$ cat config.mk
export PLATFORM = sky130hd
export DESIGN_NAME = dual_issue_hazard_unit
export DESIGN_NICKNAME = d
export VERILOG_FILES = /design/src/rtl/dih_pkg.sv /design/src/rtl/dih_operand_resolver.sv /design/src/rtl/dih_group_dep.sv /design/src/rtl/dual_issue_hazard_unit.sv
export SDC_FILE = /design/constraint.sdc
export NUM_CORES = 1
export LEC_CHECK = 0
export BUFFER_PORTS_ARGS = -buffer_cell sky130_fd_sc_hd__buf_2
export CAP_MARGIN = 30
export CORE_MARGIN = 1
export CORE_UTILIZATION = 47
export DETAILED_ROUTE_END_ITERATION = 12
export GPL_TIMING_DRIVEN = 1
export PLACE_DENSITY_LB_ADDON = 0.08
export SYNTH_ARGS = -nofsm -noshare
export SYNTH_HDL_FRONTEND = slang
export SYNTH_SLANG_ARGS = --single-unit
export TNS_END_PERCENT = 1
$ cat constraint.sdc
create_clock -name vclk -period 2
set_input_delay 0.1 -clock vclk [all_inputs]
set_output_delay 0.1 -clock vclk [all_outputs]
set_load 0.1 [all_outputs]
$ cat src/rtl/dih_pkg.sv
package dih_pkg;
  localparam int DIH_SLOTS_DEF = 2;
  localparam int DIH_REG_W_DEF = 5;

  // select codes: 0 = register file, then execute slots, then memory slots
  function automatic int dih_sel_width(input int slots);
    return $clog2(2 * slots + 1);
  endfunction
endpackage

$ cat src/rtl/dih_operand_resolver.sv
module dih_operand_resolver #(
  parameter int NSLOT = 2,
  parameter int REG_W = 5,
  parameter int SEL_W = 3
) (
  input  logic [REG_W-1:0]            src,
  input  logic                        live,
  input  logic [NSLOT-1:0]            ex_valid,
  input  logic [NSLOT-1:0]            ex_wen,
  input  logic [NSLOT-1:0]            ex_load,
  input  logic [NSLOT-1:0][REG_W-1:0] ex_rd,
  input  logic [NSLOT-1:0]            mem_valid,
  input  logic [NSLOT-1:0]            mem_wen,
  input  logic [NSLOT-1:0][REG_W-1:0] mem_rd,
  output logic [SEL_W-1:0]            sel,
  output logic                        load_hit
);
  logic [NSLOT-1:0] ex_hit;
  logic [NSLOT-1:0] mem_hit;

  // live already excludes register 0, so a zero destination never matches
  always_comb begin
    for (int k = 0; k < NSLOT; k++) begin
      ex_hit[k]  = live && ex_valid[k] && ex_wen[k] && (ex_rd[k] == src);
      mem_hit[k] = live && mem_valid[k] && mem_wen[k] && (mem_rd[k] == src);
    end
  end

  // lowest priority first; the last assignment wins
  always_comb begin
    sel      = '0;
    load_hit = 1'b0;
    for (int k = NSLOT - 1; k >= 0; k--) begin
      if (mem_hit[k]) begin
        sel      = SEL_W'(NSLOT + 1 + k);
        load_hit = 1'b0;
      end
    end
    for (int k = NSLOT - 1; k >= 0; k--) begin
      if (ex_hit[k]) begin
        sel      = SEL_W'(1 + k);
        load_hit = ex_load[k];
      end
    end
  end
endmodule

$ cat src/rtl/dih_group_dep.sv
module dih_group_dep #(
  parameter int NSLOT = 2,
  parameter int REG_W = 5
) (
  input  logic [NSLOT-1:0]            dec_valid,
  input  logic [NSLOT-1:0]            dec_wen,
  input  logic [NSLOT-1:0][REG_W-1:0] dec_rd,
  input  logic [NSLOT-1:0][REG_W-1:0] dec_rs1,
  input  logic [NSLOT-1:0][REG_W-1:0] dec_rs2,
  output logic [NSLOT-1:0]            dep
);
  // a younger slot depends on any older slot of the same group
  always_comb begin
    dep = '0;
    for (int j = 1; j < NSLOT; j++) begin
      for (int i = 0; i < j; i++) begin
        if (dec_valid[j] && dec_valid[i] && dec_wen[i] && (dec_rd[i] != '0) &&
            ((dec_rs1[j] == dec_rd[i]) || (dec_rs2[j] == dec_rd[i])))
          dep[j] = 1'b1;
      end
    end
  end
endmodule

$ cat src/rtl/dual_issue_hazard_unit.sv
module dual_issue_hazard_unit
  import dih_pkg::*;
#(
  parameter int NSLOT = DIH_SLOTS_DEF,
  parameter int REG_W = DIH_REG_W_DEF,
  localparam int SEL_W = dih_sel_width(NSLOT)
) (
  input  logic [NSLOT-1:0]            dec_valid,
  input  logic [NSLOT-1:0]            dec_wen,
  input  logic [NSLOT-1:0][REG_W-1:0] dec_rd,
  input  logic [NSLOT-1:0][REG_W-1:0] dec_rs1,
  input  logic [NSLOT-1:0][REG_W-1:0] dec_rs2,
  input  logic [NSLOT-1:0]            ex_valid,
  input  logic [NSLOT-1:0]            ex_wen,
  input  logic [NSLOT-1:0]            ex_load,
  input  logic [NSLOT-1:0][REG_W-1:0] ex_rd,
  input  logic [NSLOT-1:0]            mem_valid,
  input  logic [NSLOT-1:0]            mem_wen,
  input  logic [NSLOT-1:0][REG_W-1:0] mem_rd,
  output logic                        stall,
  output logic [NSLOT-1:0]            bubble_mask,
  output logic [NSLOT-1:0]            hold_mask,
  output logic [NSLOT-1:0][SEL_W-1:0] fwd_sel_a,
  output logic [NSLOT-1:0][SEL_W-1:0] fwd_sel_b
);
  logic [NSLOT-1:0] lu_a;
  logic [NSLOT-1:0] lu_b;
  logic [NSLOT-1:0] dep;
  logic [NSLOT-1:0] hold_raw;

  // one resolver per operand: NSLOT*2 sources against 2*NSLOT producers
  for (genvar s = 0; s < NSLOT; s++) begin : g_slot
    logic live_a;
    logic live_b;
    assign live_a = dec_valid[s] && (dec_rs1[s] != '0);
    assign live_b = dec_valid[s] && (dec_rs2[s] != '0);

    dih_operand_resolver #(.NSLOT(NSLOT), .REG_W(REG_W), .SEL_W(SEL_W)) u_res_a (
      .src(dec_rs1[s]), .live(live_a),
      .ex_valid(ex_valid), .ex_wen(ex_wen), .ex_load(ex_load), .ex_rd(ex_rd),
      .mem_valid(mem_valid), .mem_wen(mem_wen), .mem_rd(mem_rd),
      .sel(fwd_sel_a[s]), .load_hit(lu_a[s])
    );

    dih_operand_resolver #(.NSLOT(NSLOT), .REG_W(REG_W), .SEL_W(SEL_W)) u_res_b (
      .src(dec_rs2[s]), .live(live_b),
      .ex_valid(ex_valid), .ex_wen(ex_wen), .ex_load(ex_load), .ex_rd(ex_rd),
      .mem_valid(mem_valid), .mem_wen(mem_wen), .mem_rd(mem_rd),
      .sel(fwd_sel_b[s]), .load_hit(lu_b[s])
    );
  end

  dih_group_dep #(.NSLOT(NSLOT), .REG_W(REG_W)) u_dep (
    .dec_valid(dec_valid), .dec_wen(dec_wen), .dec_rd(dec_rd),
    .dec_rs1(dec_rs1), .dec_rs2(dec_rs2), .dep(dep)
  );

  // once a slot is held, every younger slot waits with it
  always_comb begin
    hold_raw = '0;
    for (int j = 1; j < NSLOT; j++)
      hold_raw[j] = hold_raw[j-1] | dep[j];
  end

  assign stall       = |{lu_a, lu_b};
  assign hold_mask   = stall ? '0 : hold_raw;
  assign bubble_mask = stall ? '1 : hold_raw;
endmodule

Word-level counts from Yosys, hierarchy flattened

Index checks and enable logic that the tools add are counted.

Input bits: 64
Memory bits (writable): 0
Memories: 0
Logic and storage cells: 108
Memory bits (read-only): 0
Bits in latches: 0
Bits in registers: 0

$mul: 0
Add/sub/neg operators: 0
Shift operators: 0
Magnitude comparators: 0
Reduce and logical (&&, ||, !) cells: 63
Eq/ne operators: 18
Divide/modulo/power cells: 0
Bitwise operators: 0
Muxes and demuxes: 27

Operators by type and width:

| cell                | count |
|---|---|
| $eq A5 B5 Y1        | 18 |
| $logic_and A1 B1 Y1 | 56 |
| $mux W3             | 16 |
| $reduce_bool A5 Y1  | 5 |
| $mux W1             | 9 |
| $mux W2             | 2 |
| $reduce_or A4 Y1    | 1 |
| $logic_or A1 B1 Y1  | 1 |

Logic depth before layout (Yosys ltp)

Gate-level depths: netlist of run 1.

Depth in word-level cells: 9
Depth in mapped cells: 8
Mapped depth without buffers: 6

Hierarchy

Synthesis of run 1 repeated with hierarchy kept, for this count alone.

Cells, all modules: 190
Area total of the unflattened synthesis: 1,467.7 um2

Modules (own cells, without submodules):

| module                 | instances | area each (um2) | cells each | sequential area each (um2) |
|---|---|---|---|---|
| dih_operand_resolver   | 4         | 306.5           | 39         | 0.0 |
| dih_group_dep          | 1         | 140.1           | 19         | 0.0 |
| dual_issue_hazard_unit | 1         | 101.3           | 15         | 0.0 |

Worst setup path before layout of run 1

Ideal clock, no wire load.

Path type: input-to-output
Start: in dec_rs2[1] in the netlist's numbering
End: out fwd_sel_b[2] in the netlist's numbering
Arrival time: 4.056 ns
Required time: 1.900 ns
Cell stages on the path: 6
Setup slack: -2.156 ns
Cell sequence: buf_2 -> or4_1 -> o21ai_2 -> or4_4 -> nand2_1 -> nor4_1

RTL lines:

| item            | line                         | source |
|---|---|---|
| start, declared | dual_issue_hazard_unit.sv:12 | `input logic [NSLOT-1:0][REG_W-1:0] dec_rs2,` |
| end, declared   | dual_issue_hazard_unit.sv:24 | `output logic [NSLOT-1:0][SEL_W-1:0] fwd_sel_b` |

Worst setup path after layout of run 1

Start: in dec_rs1[7] in the netlist's numbering
End: out hold_mask[1]

Cells in the longest elaborated chain, start to end: 9
Elaborated cells between the ends (all ways): 18

RTL lines:

| item                             | line                         | source |
|---|---|---|
| start, declared                  | dual_issue_hazard_unit.sv:11 | `input logic [NSLOT-1:0][REG_W-1:0] dec_rs1,` |
| $reduce_bool A5 Y1               | dual_issue_hazard_unit.sv:35 | `assign live_a = dec_valid[s] && (dec_rs1[s] != '0);` |
| $logic_and A1 B1 Y1              | dual_issue_hazard_unit.sv:35 |  |
| $logic_and A1 B1 Y1 (3 in a row) | dih_operand_resolver.sv:24   | `ex_hit[k] = live && ex_valid[k] && ex_wen[k] && (ex_rd[k] == src);` |
| $mux W1 (2 in a row)             | dih_operand_resolver.sv:40   | `if (ex_hit[k]) begin` |
| $reduce_or A4 Y1                 | dual_issue_hazard_unit.sv:65 | `assign stall = \|{lu_a, lu_b};` |
| $mux W2 (*)                      | dual_issue_hazard_unit.sv:66 | `assign hold_mask = stall ? '0 : hold_raw;` |
| end, declared                    | dual_issue_hazard_unit.sv:22 | `output logic [NSLOT-1:0] hold_mask,` |

Mark *: on every way between the ends. The rest lies on a longest branch, timed or not.

==> summary by stage, run 1 <==
Cells and area
The final layout contains 352 nets. The cell area after layout is 2550 µm². The number of fillers in the final layout is 222.

The number of inserted diodes is 0. The design has 0 sequential cells. The count of clock-net buffers in the final layout is 0.

The share of cells above drive strength 1 is 54.5%. The count of placed standard cells in the final layout, fillers left out is 330. The area growth from synthesis to final layout is 65.7%. In the final layout, flip-flops and latches occupy 0 µm².

STA
The maximum clock frequency is 491 MHz. The worst-case headroom to the max-slew limit is 66.9%. The count of final max-slew check failures is 0. The number of hold-slack violations in the final timing report came to 0. The routed design could run at a clock period as short as 2040 ps. Setup violations remaining at the end of the flow were counted as 3. The worst hold slack is 664 ps. Setup repair after global routing could not meet its margin everywhere.

The final critical path takes up 102% of the cycle. The minimum setup slack in the final design is -35.6 ps. The slew at the pin closest to its max-slew limit is 493 ps.

Detailed routing
The routed length per instance is 15.1 µm. In this run, the number of DRC markers left after iteration 0 of detailed routing was 30. The detailed-routing iteration count for the pre-antenna-repair pass is 4. The via density per instance is 5.17. The remaining antenna violation count is 0. The count of vias placed by the detailed router is 1706.

The routed wire length is 4980 µm. In the routed design, unresolved DRC markers number 0.

Global routing
The initial antenna violation count came to 0. Global routing consumed, over all layers together, 29.1% of the routing resources. The via count of the first global-routing pass was 1627. The maximum number of pins on one net before global-route repair is 6. The first global-routing pass estimated 7740 µm of wire.

The leftover overflow at the end of global routing is 0.

Die
The floorplan has 20 rows. The width of the die is 59.2 µm. The height of the chip is 59.2 µm. The full die area is 3500 µm². The effective utilization at floorplan is 49.9%. The boundary pin count is 81. In this run the standard cell core region covers 3080 µm².

Worst setup path
The critical path in this run is classified as in2out. The largest stage delay on the critical path is 540 ps. The worst-path cell with the longest stage delay is sky130_fd_sc_hd__or4_4. Data on the critical path is required at its endpoint by 1900 ps. The largest driver fanout on the critical path is 3. STA classifies the critical path endpoint as a primary output. STA puts the critical path data arrival time at 1940 ps. The worst setup path is launched from an input pin. Traced cell by cell, the critical path runs through buf_6, or4_4, o21ai_4, nor4_4, o41ai_4, and3_4, buf_12.

Yosys
The netlist uses 29 different library cells. The net count after synthesis is 265. In the synthesized netlist, the cells that appear most often are 56 x sky130_fd_sc_hd__xnor2_1, 34 x sky130_fd_sc_hd__xor2_1, 16 x sky130_fd_sc_hd__nand4_1, 11 x sky130_fd_sc_hd__clkbuf_1, 10 x sky130_fd_sc_hd__nor4_1. The synthesized design devotes to its leading area cell type 31.9% of total area. The share of the Yosys chip area taken by registers is 0%. The biggest area contributor in the post-synthesis netlist is sky130_fd_sc_hd__xnor2_1. Each instance of the synthesized netlist takes up on average 7.64 µm². Sorting the synthesized cells by area gives the leading types as sky130_fd_sc_hd__xnor2_1 32%, sky130_fd_sc_hd__xor2_1 19%, sky130_fd_sc_hd__nand4_1 6.5%, sky130_fd_sc_hd__buf_6 4.4%, sky130_fd_sc_hd__nor4_1 4.1%.

In the post-synthesis netlist, the cell with the most instances is sky130_fd_sc_hd__xnor2_1. The instance count of the mapped netlist is 201. For this run, the number of Yosys warnings is 0.

The post-synth design cell area is 1540 µm².

Pwr
The maximum ir drop on the vdd rail is 0.148 mV. In this run, the clock network consumes 0% of the power. The cell-internal power is 227 µW. The share of total power dissipated in sequential elements is 0%.

Summed over all cells, the static leakage comes to 1.07 nW. The total power divided by cell area is 190 nW/µm². The reported net switching power is 257 µW.

The switching part of the total power is 53.1%. The relative contribution of combinational cells to total power is 100.0%.

Placement
The weighted congestion reported at the end of routability-driven placement is 0.934. The placed instances occupy a cell area of 2460 µm². The placement-stage worst setup slack is -88.5 ps. The count of input and output buffers is 74. Summed over all nets, the half-perimeter wirelength after detailed placement is 4360 µm. Once placement completed, the tool counted placed cells totaling 328.

Outcome
The flow ran to the end, but the final reports show violations. The final reports fail on negative setup slack.

Run
The max-capacitance violation count is 0.

Min path
The path class of the lowest-slack min-delay path is in2out.
-- layout make-up --
cell class                      instances  area, µm²  share of cell area [%]
Tap cell                               44       55.1                    2.16
Multi-Input combinational cell        164       1520                    59.9
Inverter                                5       18.8                   0.737
Timing Repair Buffer                  117        948                    37.2
-- worst max-delay path: cells and delay by family --
family                 cells  cell delay [ps]
buffers and inverters      2              270
AND/OR/NAND/NOR            3              900
AO/OA/AOI/OAI              2              680
-- stage by stage --
stage	setup TNS (ps)	total power, mW	util, %
after global placement	-207	0.455	80.1
after global routing	-285	0.516	82.7
after CTS	-85.6	0.469	80.3
after detailed placement	-276	0.467	80.1
final	-67.1	0.484	82.7
after floorplan	-2610	0.315	-
-- power groups by stage --
stage          logic (mW)  clock network, mW  registers, mW
5_1_grt             0.516                  0              0
4_1_cts             0.469                  0              0
3_5_place_dp        0.467                  0              0
6_report            0.484                  0              0
3_3_place_gp        0.455                  0              0
2_1_floorplan       0.315                  0              0
-- cells in the final DEF, fill, tap and decap left out, types with 2 or more instances in the layout --
cell type,instances
sky130_fd_sc_hd__or4_4,9
sky130_fd_sc_hd__o21ai_4,4
sky130_fd_sc_hd__nand2_2,3
sky130_fd_sc_hd__buf_12,15
sky130_fd_sc_hd__a21oi_2,4
sky130_fd_sc_hd__xor2_1,34
sky130_fd_sc_hd__buf_6,4
sky130_fd_sc_hd__xnor2_1,55
sky130_fd_sc_hd__nand3_1,2
sky130_fd_sc_hd__nor3_1,2
sky130_fd_sc_hd__buf_2,53
sky130_fd_sc_hd__nand2_1,4
sky130_fd_sc_hd__nor4_1,5
sky130_fd_sc_hd__o22ai_2,2
sky130_fd_sc_hd__inv_1,5
sky130_fd_sc_hd__buf_4,45
sky130_fd_sc_hd__nor4_4,8
sky130_fd_sc_hd__a21o_1,3
sky130_fd_sc_hd__nand4_1,16
-- per-layer routing --
metal | GRT usage, % | wire length (µm) | vias to the layer above
li1 | - | - | 852
met1 | 37.5 | 2160 | 777
met2 | 50.5 | 2470 | 65
met3 | 2.84 | 207 | 12
met4 | 9.52 | 145 | 0
met5 | 0 | 0 | -
-- final timing paths --
| path | cells after the start | startpoint | end |
|---|---|---|---|
| max | 7 | dec_rs1[7] | hold_mask[1] |
| min | 4 | ex_load[1] | hold_mask[1] |
-- kinds of logic after synthesis --
logic type / synth area share [%]
AO/OA/AOI/OAI: 9.94
other: 0.244
buffers and inverters: 14.5
AND/OR/NAND/NOR: 24.0
XOR/XNOR: 51.3
-- repair_timing --
item	CTS	global route
gates resized for setup	2	15
setup buffers	0	2
pin swaps	4	13
hold buffers	0	0
endpoints found under the setup margin	4	4
(Power assumes the default switching activity.)
==> run 2, diff against run 1 <==
--- a/config.mk
+++ b/config.mk
@@ -14,5 +14,6 @@
 export PLACE_DENSITY_LB_ADDON = 0.08
 export SYNTH_ARGS = -nofsm -noshare
 export SYNTH_HDL_FRONTEND = slang
+export SYNTH_HIERARCHICAL = 1
 export SYNTH_SLANG_ARGS = --single-unit
 export TNS_END_PERCENT = 1
==> run 2 against run 1 <==
Compared with the run above: the run ends with design-rule violations, negative setup slack left; synthesized cell count decreased by 6.5%; synthesized area is 5.2% lower; combinational power is 2% lower; core utilization rose by 2.6 points; critical endpoint is now bubble_mask[0]; largest power group unchanged; highest routed layer unchanged.
==> summary by stage, run 2 <==
Placement
The post-detailed-placement half-perimeter wirelength is 4310 µm (-1.1%). The total instance count after detailed placement is 325 (-0.91%). The count of input and output buffers is 74 (unchanged).

The weighted congestion reported at the end of routability-driven placement is 0.917 (-1.8%).

Detailed routing
The routed length per instance is 15.6 µm (+3.3%). The via density per instance was 5.58 (+7.9%). The initial detailed-routing violation count is 71 (+140%). The detailed-routing iteration count for the pre-antenna-repair pass was 8 (+4). The count of vias placed by the detailed router was 1824 (+6.9%). The remaining antenna violation count is 0 (unchanged). The detailed-route DRC error count is 7 (+7). The routed wire length is 5100 µm (+2.4%).

Yosys
The net count after synthesis is 252 (-4.9%). The warning count from the yosys run was 6 (+6). The instance count of the mapped netlist came to 188 (-6.5%).

The post-synth design cell area came to 1460 µm² (-5.2%). The average size of a mapped cell came to 7.75 µm² (+1.3%).

Cells and area
The post-layout utilization of the core came to 85.3% (+2.6 points). The most common cell after layout, fill and taps aside is sky130_fd_sc_hd__buf_2. The sequential cell area is 0 µm² (unchanged).

The library cells used most frequently in the layout, excluding fill and tap cells, are 56 x sky130_fd_sc_hd__buf_2, 48 x sky130_fd_sc_hd__xnor2_1, 42 x sky130_fd_sc_hd__xor2_1. The count of clock-net buffers in the final layout is 0 (unchanged). The number of sequential storage elements is 0 (unchanged). The share of cells above drive strength 1 is 48.3% (-6.2 points).

The number of nets in the layout is 362 (+2.8%). The number of inserted diodes is 0 (unchanged). The count of placed standard cells in the final layout, fillers left out is 327 (-0.91%).

The area growth from synthesis to final layout is 67.1%.

STA
The final clock period utilization by the worst path is 116% (+15 points). Setup repair after global routing could not meet its margin everywhere. The minimum clock period was 2330 ps (+293 ps). The number of hold-slack violations in the final timing report is 0 (unchanged). The maximum clock frequency was 429 MHz (-13%). The setup-violating endpoint count in the final report is 4 (+1).

The sum of negative setup slack is -1220 ps (-1150 ps). The minimum setup slack in the final design is -329 ps (-293 ps). The count of final max-slew check failures is 0 (unchanged).

Worst setup path
The arrival time at the worst endpoint was 2230 ps (+290 ps). The worst-path cell with the longest stage delay is sky130_fd_sc_hd__or4_4. The largest driver fanout on the critical path is 3 (unchanged). The class of the most critical setup path is in2out. Walking the worst path, the cells encountered are buf_6, or4_4, o21a_1, and3_4, nand3_4, mux2_4, nor4_4, buf_4, inv_4, buf_12. The worst setup path is captured at a primary output. The critical path starts at dec_rs1[9].

In this design, the largest share of critical-path delay is due to simple AND/OR/NAND/NOR gates. The required time reported for the critical path endpoint is 1900 ps (about the same). STA classifies the critical path startpoint as an input pin. The largest stage delay on the critical path is 530 ps (about the same). The number of buffer and inverter instances along the worst setup path is 4 (+2).

Global routing
The initial antenna violation count is 0 (unchanged). The total global routing track utilization is 30.9% (+1.8 points). The leftover overflow at the end of global routing is 0 (unchanged). The wire length of the first global-routing pass came to 8090 µm (+4.5%).

The maximum number of pins on one net before global-route repair is 7 (+1). The via count of the first global-routing pass came to 1804 (+11%).

Pwr
The total power divided by cell area is 194 nW/µm² (+2.1%). The maximum ir drop on the vdd rail was 0.153 mV (+3.0%). The total design power is 472 µW (-2.4%). The total leakage power is 1.03 nW (-3.4%).

Min path
The startpoint identified for the worst hold timing path is dec_wen[0]. The path class of the lowest-slack min-delay path is in2out.

Outcome
The run finished, with violations left. The checks that failed: design-rule violations, negative setup slack.

Die
The width of the die is 57.7 µm (-2.6%). The number of placement rows is 19 (-5.0%). The full die area is 3330 µm² (-5.0%). The effective utilization at floorplan is 51.1% (+1.1 points). The area of the core region is 2850 µm² (-7.3%). The boundary pin count is 81 (unchanged). The height of the chip is 57.7 µm (-2.6%).

Run
The max-capacitance violation count is 0 (unchanged).

Clock network
The cts-stage hold buffer count is 0 (unchanged).
-- run 2: cell types whose count changed in the layout (fill, tap and decap cells not counted), sizes merged, moves of 6 or more --
cell   before  now
nand2       8    0
and3        1    8
xnor2      56   48
nor3        2   10
xor2       34   42
or4        11    5
buf       117  110
nand3       3   14
-- run 2: final timing paths --
check,end,slack [ps],cells after the start
max,bubble_mask[0],-330,10
min,hold_mask[1],730,5
-- run 2: report_power, final --
part           leakage [nW]  switching, mW  internal, mW
logic                  1.03          0.253         0.219
registers                 0              0             0
clock network             0              0             0
total                  1.03          0.253         0.219
-- run 2: layout make-up --
class,count,area (µm²)
Fill cell,175,419
Multi-Input combinational cell,181,1490
Tap cell,31,38.8
Timing Repair Buffer,110,885
Inverter,5,21.3
-- run 2: layer usage --
layer / vias up / share of wire (%) / global-route usage, %
li1: 887 / - / -
met1: 825 / 41 / 39.7
met2: 100 / 48 / 53.8
met3: 12 / 7.9 / 1.56
met4: 0 / 3.6 / 12.9
met5: - / 0 / 0
-- run 2: repair_timing --
| action | 4_1_cts | 5_1_grt |
|---|---|---|
| gates resized for setup | 7 | 11 |
| setup endpoints to repair | 4 | 5 |
| hold endpoints to repair | 0 | 0 |
| buffers inserted | 0 | 2 |
| pin swaps | 1 | 5 |
-- run 2: per-stage QoR --
| step | instance area (µm²) | setup slack, ps | hold slack, ps |
|---|---|---|---|
| 3_3_place_gp | 2340 | -377 | 738 |
| 2_1_floorplan | 1500 | -422 | 523 |
| 3_5_place_dp | 2340 | -411 | 739 |
| 4_1_cts | 2370 | -389 | 743 |
| 5_1_grt | 2430 | -407 | 776 |
| 6_report | 2430 | -329 | 735 |
